`src/rtl/i2c_addr_match_pkg.sv`:
```
package i2c_addr_match_pkg;
  localparam int ADDR_W  = 10;
  localparam int BYTE_W  = 8;
  localparam int SHORT_W = 7;
  localparam int HI_W    = ADDR_W - BYTE_W;
  localparam int PFX_W   = BYTE_W - HI_W - 1;
  localparam logic [PFX_W-1:0] LONG_PFX = 5'b11110;

  // comparison results from the datapath
  typedef struct packed {
    logic isLongHdr;
    logic hiHit;
    logic shortHit;
    logic lowHit;
    logic rwBit;
    logic longMode;
    logic off;
  } cmp_t;

  // strobes from control to datapath
  typedef struct packed {
    logic loadCfg;
    logic ack;
    logic dirRead;
    logic setAddr;
    logic clrAddr;
  } strb_t;

  typedef enum logic [2:0] {
    ST_IDLE,
    ST_FIRST,
    ST_SECOND,
    ST_DATA,
    ST_SKIP
  } st_t;
endpackage

```
`src/rtl/i2c_addr_match_dp.sv`:
```
module i2c_addr_match_dp
  import i2c_addr_match_pkg::*;
(
  input  logic              clk,
  input  logic              rstN,
  input  logic              byteValid,
  input  logic [BYTE_W-1:0] byteData,
  input  logic [ADDR_W-1:0] ownAddr,
  input  logic              longModeIn,
  input  logic              offIn,
  input  strb_t             strb,
  output cmp_t              cmp,
  output logic              matchAck,
  output logic              readDir,
  output logic              addressed
);
  logic [ADDR_W-1:0] ownQ;
  logic              longQ;
  logic              offQ;

  // configuration shadow, reloaded only while the bus is idle
  always_ff @(posedge clk) begin
    if (!rstN) begin
      ownQ  <= '0;
      longQ <= 1'b1;
      offQ  <= 1'b0;
    end else if (strb.loadCfg) begin
      ownQ  <= ownAddr;
      longQ <= longModeIn;
      offQ  <= offIn;
    end
  end

  always_comb begin
    cmp.isLongHdr = (byteData[BYTE_W-1 -: PFX_W] == LONG_PFX);
    cmp.hiHit     = (byteData[HI_W:1] == ownQ[ADDR_W-1:BYTE_W]);
    cmp.shortHit  = (byteData[BYTE_W-1:1] == ownQ[SHORT_W-1:0]);
    cmp.lowHit    = (byteData == ownQ[BYTE_W-1:0]);
    cmp.rwBit     = byteData[0];
    cmp.longMode  = longQ;
    cmp.off       = offQ;
  end

  always_ff @(posedge clk) begin
    if (!rstN) begin
      matchAck  <= 1'b0;
      readDir   <= 1'b0;
      addressed <= 1'b0;
    end else begin
      matchAck <= strb.ack;
      if (strb.ack) readDir <= strb.dirRead;
      if (strb.clrAddr)      addressed <= 1'b0;
      else if (strb.setAddr) addressed <= 1'b1;
    end
  end

  assert_ack_follows_byte_R2: assert property (@(posedge clk) disable iff (!rstN)
    matchAck |-> $past(byteValid));
  assert_dir_only_on_ack_R2: assert property (@(posedge clk) disable iff (!rstN)
    !matchAck |-> $stable(readDir));
  assert_no_ack_when_off_R9: assert property (@(posedge clk) disable iff (!rstN)
    matchAck |-> !$past(offQ));
  assert_cfg_held_R10: assert property (@(posedge clk) disable iff (!rstN)
    !$past(strb.loadCfg) |-> ($stable(ownQ) && $stable(longQ) && $stable(offQ)));
endmodule

```
`src/rtl/i2c_addr_match_ctrl.sv`:
```
module i2c_addr_match_ctrl
  import i2c_addr_match_pkg::*;
(
  input  logic  clk,
  input  logic  rstN,
  input  logic  startSeen,
  input  logic  stopSeen,
  input  logic  byteValid,
  input  cmp_t  cmp,
  input  logic  addressed,
  output strb_t strb
);
  st_t st, stNxt;

  always_ff @(posedge clk) begin
    if (!rstN) st <= ST_IDLE;
    else       st <= stNxt;
  end

  always_comb begin
    strb         = '0;
    stNxt        = st;
    strb.loadCfg = (st == ST_IDLE);
    if (stopSeen) begin
      stNxt        = ST_IDLE;
      strb.clrAddr = 1'b1;
    end else if (startSeen) begin
      stNxt = ST_FIRST;
    end else if (byteValid) begin
      case (st)
        ST_FIRST: begin
          if (cmp.off) begin
            strb.clrAddr = 1'b1;
            stNxt        = ST_SKIP;
          end else if (!cmp.longMode) begin
            if (!cmp.isLongHdr && cmp.shortHit) begin
              strb.ack     = 1'b1;
              strb.dirRead = cmp.rwBit;
              strb.setAddr = 1'b1;
              stNxt        = ST_DATA;
            end else begin
              strb.clrAddr = 1'b1;
              stNxt        = ST_SKIP;
            end
          end else if (cmp.isLongHdr && cmp.hiHit && !cmp.rwBit) begin
            strb.ack     = 1'b1;
            strb.clrAddr = 1'b1;
            stNxt        = ST_SECOND;
          end else if (cmp.isLongHdr && cmp.hiHit && addressed) begin
            strb.ack     = 1'b1;
            strb.dirRead = 1'b1;
            strb.setAddr = 1'b1;
            stNxt        = ST_DATA;
          end else begin
            strb.clrAddr = 1'b1;
            stNxt        = ST_SKIP;
          end
        end
        ST_SECOND: begin
          if (cmp.lowHit) begin
            strb.ack     = 1'b1;
            strb.setAddr = 1'b1;
            stNxt        = ST_DATA;
          end else begin
            strb.clrAddr = 1'b1;
            stNxt        = ST_SKIP;
          end
        end
        default: ;
      endcase
    end
  end

  assert_second_only_long_R4: assert property (@(posedge clk) disable iff (!rstN)
    (st == ST_SECOND) |-> cmp.longMode);
  assert_stop_to_idle_R8: assert property (@(posedge clk) disable iff (!rstN)
    stopSeen |=> (st == ST_IDLE));
  assert_no_ack_in_data_R11: assert property (@(posedge clk) disable iff (!rstN)
    (st == ST_DATA && !startSeen) |=> !strb.ack);
endmodule

```
`src/rtl/i2c_addr_match.sv`:
```
module i2c_addr_match
  import i2c_addr_match_pkg::*;
(
  input  logic              clk,
  input  logic              rstN,
  input  logic              startSeen,
  input  logic              stopSeen,
  input  logic              byteValid,
  input  logic [BYTE_W-1:0] byteData,
  input  logic [ADDR_W-1:0] ownAddr,
  input  logic              longMode,
  input  logic              targetOff,
  output logic              matchAck,
  output logic              readDir,
  output logic              addressed
);
  strb_t strb;
  cmp_t  cmp;

  i2c_addr_match_ctrl u_ctrl (
    .clk       (clk),
    .rstN      (rstN),
    .startSeen (startSeen),
    .stopSeen  (stopSeen),
    .byteValid (byteValid),
    .cmp       (cmp),
    .addressed (addressed),
    .strb      (strb)
  );

  i2c_addr_match_dp u_dp (
    .clk        (clk),
    .rstN       (rstN),
    .byteValid  (byteValid),
    .byteData   (byteData),
    .ownAddr    (ownAddr),
    .longModeIn (longMode),
    .offIn      (targetOff),
    .strb       (strb),
    .cmp        (cmp),
    .matchAck   (matchAck),
    .readDir    (readDir),
    .addressed  (addressed)
  );

  assert_stop_clears_R8: assert property (@(posedge clk) disable iff (!rstN)
    stopSeen |=> !addressed);
endmodule

```
`config.mk`:
```
export PLATFORM = sky130hd
export DESIGN_NAME = i2c_addr_match
export DESIGN_NICKNAME = d
export VERILOG_FILES = /design/src/rtl/i2c_addr_match_pkg.sv /design/src/rtl/i2c_addr_match_dp.sv /design/src/rtl/i2c_addr_match_ctrl.sv /design/src/rtl/i2c_addr_match.sv
export SDC_FILE = /design/constraint.sdc
export NUM_CORES = 1
export LEC_CHECK = 0
export BUFFER_PORTS_ARGS = -buffer_cell sky130_fd_sc_hd__buf_2
export CORE_AREA = 2 2 63 65
export CTS_BUF_LIST = sky130_fd_sc_hd__clkbuf_8
export CTS_CLUSTER_SIZE = 8
export DETAILED_ROUTE_END_ITERATION = 6
export DIE_AREA = 0 0 65 67
export PLACE_DENSITY = 0.47
export REMOVE_ABC_BUFFERS = 1
export SKIP_LAST_GASP = 1
export SYNTH_ARGS = -nofsm -noshare
export SYNTH_HDL_FRONTEND = slang
export SYNTH_SLANG_ARGS = --single-unit
```
`constraint.sdc`:
```
create_clock -name clk -period 5.64 [get_ports clk]
set_input_delay 1.128 -clock clk [delete_from_list [all_inputs] [get_ports clk]]
set_output_delay 1.128 -clock clk [all_outputs]
set_load 0.05 [all_outputs]
```
==> summary.md <==
| Metric | Value |
|---|---|
| Status | `completed` |
| Final setup TNS | `0 ns` |
| Pre-CTS setup slack | `roughly 2.9 ns` |
| Fin. max-slew vios | `0` |
| Avg WL per Cell | `11.9 um` |
| Post-DRT Antenna Nets | `0` |
| Worst R2R Start | `u_dp.ownQ[2]` |
| Post-Synth Adder-Cell Area | `0` |
| CTS tree | `built` |
| Max clock buf depth | `2` |
| Pin count of the biggest net entering global routing | `17` |
| Vias per cell | `4.62` |
| Inserted Diodes | `0` |
| Yosys Warn Count | `0` |
| 1st-pass router iterations | `4` |
| Core region area | `~3600 um^2` |
| Grt ovf | `0` |
| Antenna violations before repair | `0` |
| Share of post-route cells with drive strength above 1 | `0.247` |
| Gate Count Post-Synth | `121` |
| Met2 WL | `1120 um` |
| Crit path capture type | `register` |
| First-pass GRT wire length | `between 4000 and 5000 um` |
| Compound-cell area share of the yosys netlist | `0.175` |
| Root buffer cell | `clkbuf_8` |
| Crit path launch type | `primary input` |
| WP data arrival | `2.64 ns` |
| Post-CTS resize count | `0` |
| Routed length on met3 | `~130 um` |
| Highest metal used | `met4` |
| Setup violations, final | `0` |
| WP data required | `between 5 and 6 ns` |
| Sequential fraction of the synthesis area | `0.355` |
| Clk slew on worst S/H paths | `around 0.07 ns` |
| Xor and xnor area share after synthesis | `0.155` |
| Clk_skew | `0.00308 ns` |
| Flop pwr share | `0.478` |
| Largest family of logic cells by synthesized area | `simple AND/OR/NAND/NOR gates` |
| TritonCTS buffer count | `3` |
| Number of hold buffers added after cts | `0` |
| GPL Wtd Cong | `between 0.7 and 0.8` |
| Max VDD drop | `0.0876 mV` |
| Final worst-path cycle share | `0.440` |
| RSZ-0062 raised after global routing | `false` |
| Switching share of power | `0.257` |
| Global Route Usage Sum | `0.127` |
| Power per cell area | `234 nW/um^2` |
| CTS sink cnt | `18` |
| HP Class | `register to register` |
| Row cnt | `22` |
| Final Hold Vio Count | `0` |
| Crit path setup slack, layout | `around 3.2 ns` |
| Max_cap viols | `0` |
| Initial Utilization | `0.281` |
| DRT met1 WL | `1070 um` |
| H-tree depth | `1` |
| Leakage | `about 0.52 nW` |
| Area growth syn-to-layout | `24.3%` |
| Dpl hpwl | `roughly 1900 um` |
| Fmax | `403 MHz` |
| Combinational power share | `0.163` |
| FILL cells | `380` |
| Mapped Avg Cell Area | `approximately 8.4 um^2` |
| Min Tclk post-route | `~2.5 ns` |
| Least-Margin Pin Slew | `around 0.57 ns` |
| Power Internal | `0.219 mW` |
| Yosys reg bits | `18` |
| Synth Area in Simple Gates | `0.300` |
| Clock power frac | `0.359` |
| Final WL | `approximately 2400 um` |
| Post-synthesis mux area share | `0` |
| Port Buf Inserts | `27` |
| Critical Path Start | `byteData[3]` |
| HP Start | `u_dp.readDir` |
| Critical-path maximum fanout | `4` |
| Number of global-route vias before repair | `around 930` |
| Vias | `approximately 910` |
| Top Ports | `28` |
| Synth unique cells | `30` |
| Setup CP Type | `primary input to register` |
| Skew-Pair Late Insertion Delay | `0.25 ns` |
| P_sw | `between 0.07 and 0.08 mW` |
| Worst slew margin | `0.620` |
| Area of the mapped netlist | `between 1000 and 1500 um^2` |
| Die Wd | `around 65 um` |
| Die Y | `roughly 67 um` |
| Full die area | `4360 um^2` |
| Final nets | `176` |
| Post-CTS Setup Inserts | `0` |
| Post-route DRC | `0` |
| DRT iter0 DRCs | `85` |
==> placed cells by master (no fill, tap or decap), types with 2 or more instances in the layout <==
cell / netlist / routed
nor3_1: 4 / 4
nor2_1: 4 / 4
a21oi_1: 4 / 4
xor2_1: 6 / 6
xnor2_1: 12 / 12
nand2b_1: 2 / 2
buf_2: 0 / 27
o21ai_1: 2 / 2
clkbuf_8: 0 / 4
dfxtp_1: 18 / 18
nand3_1: 4 / 4
a21boi_1: 12 / 12
o21a_1: 2 / 2
nand2_1: 30 / 30
nand4_1: 2 / 2
==> through the flow <==
step | power, mW | hold WS (ns) | std cells | area [um^2] | util
after floorplan | 0.172 | 0.447 | 118 | 1000 | -
after global placement | 0.192 | 0.452 | 194 | 1210 | 0.334
after detailed placement | 0.193 | 0.466 | 194 | 1210 | 0.334
after CTS | 0.300 | 0.475 | 198 | 1260 | 0.350
after global routing | 0.314 | 0.496 | 198 | 1260 | 0.350
final | 0.295 | 0.466 | 198 | 1260 | 0.350
==> registers in the layout, indices dropped and copies added (netlist names) <==
name / cells
u_dp.longQ: 1
u_ctrl.st: 3
u_dp.offQ: 1
u_dp.ownQ: 10
u_dp.matchAck: 1
u_dp.readDir: 1
u_dp.addressed: 1
==> power groups by stage <==
stage	Combinational [mW]	Clock, mW	Sequential (mW)
after global placement	0.0483	0	0.144
after CTS	0.0490	0.110	0.141
after global routing	0.0545	0.117	0.142
after floorplan	0.0297	0	0.142
after detailed placement	0.0490	0	0.144
final	0.0481	0.106	0.141
==> routing by layer <==
metal	global-route usage	up-vias
met5	0	-
met2	0.211	22
met3	0.0422	5
met1	0.147	410
li1	-	477
met4	0.0585	0
==> worst paths after layout <==
kind,to,slack (ns),cells past startpoint
worst max-delay path,u_ctrl.st[1],3.16,7
worst min-delay path,u_dp.readDir,0.47,2
worst max register to register,u_ctrl.st[1],3.79,6
worst min register to register,u_dp.readDir,0.47,2
==> cells in the mapped netlist <==
cell	count	area, um^2
nand2_1	30	113
dfxtp_1	18	360
a21boi_1	12	90.1
xnor2_1	12	105
xor2_1	6	52.6
a21oi_1	4	20.0
nand3_1	4	20.0
nor2_1	4	15.0
nor3_1	4	20.0
clkbuf_1	3	11.3
nand2b_1	2	12.5
nand4_1	2	12.5
o21a_1	2	15.0
o21ai_1	2	10.0
a2111oi_2	1	15.0
a211o_1	1	8.76
a2bb2oi_1	1	8.76
a41o_1	1	10.0
and3_1	1	6.26
inv_1	1	3.75
nand3b_1	1	7.51
nor3_4	1	16.3
nor3b_1	1	7.51
nor3b_2	1	12.5
nor4_1	1	6.26
nor4_4	1	21.3
nor4b_1	1	8.76
or3_1	1	6.26
or4_1	1	7.51
or4_4	1	11.3
==> worst max-delay path: stages <==
cell	delay (ns)
buf_2	0.13
xor2_1	0.14
or4_4	0.52
nor3_4	0.20
o21a_1	0.15
nor3_1	0.06
a2111oi_2	0.32
==> logic make-up (layout without fill, tap and decap cells) <==
logic type	Yosys count	in the layout
compound gates	24	24
buf+inv	4	33
simple gates	57	57
xor+xnor	18	18
flops	18	18
==> cell type report <==
| type | count | area (um^2) | area share |
|---|---|---|---|
| multi-input cells | 99 | 639 | 0.507 |
| clock buffers | 4 | 55.1 | 0.0437 |
| repair buffers | 28 | 143 | 0.113 |
| flip-flops and latches | 18 | 360 | 0.286 |
| inverters | 1 | 3.75 | 0.00298 |
| well taps | 48 | 60.1 | 0.0476 |
No activity file was read; power rests on OpenSTA's default activity.
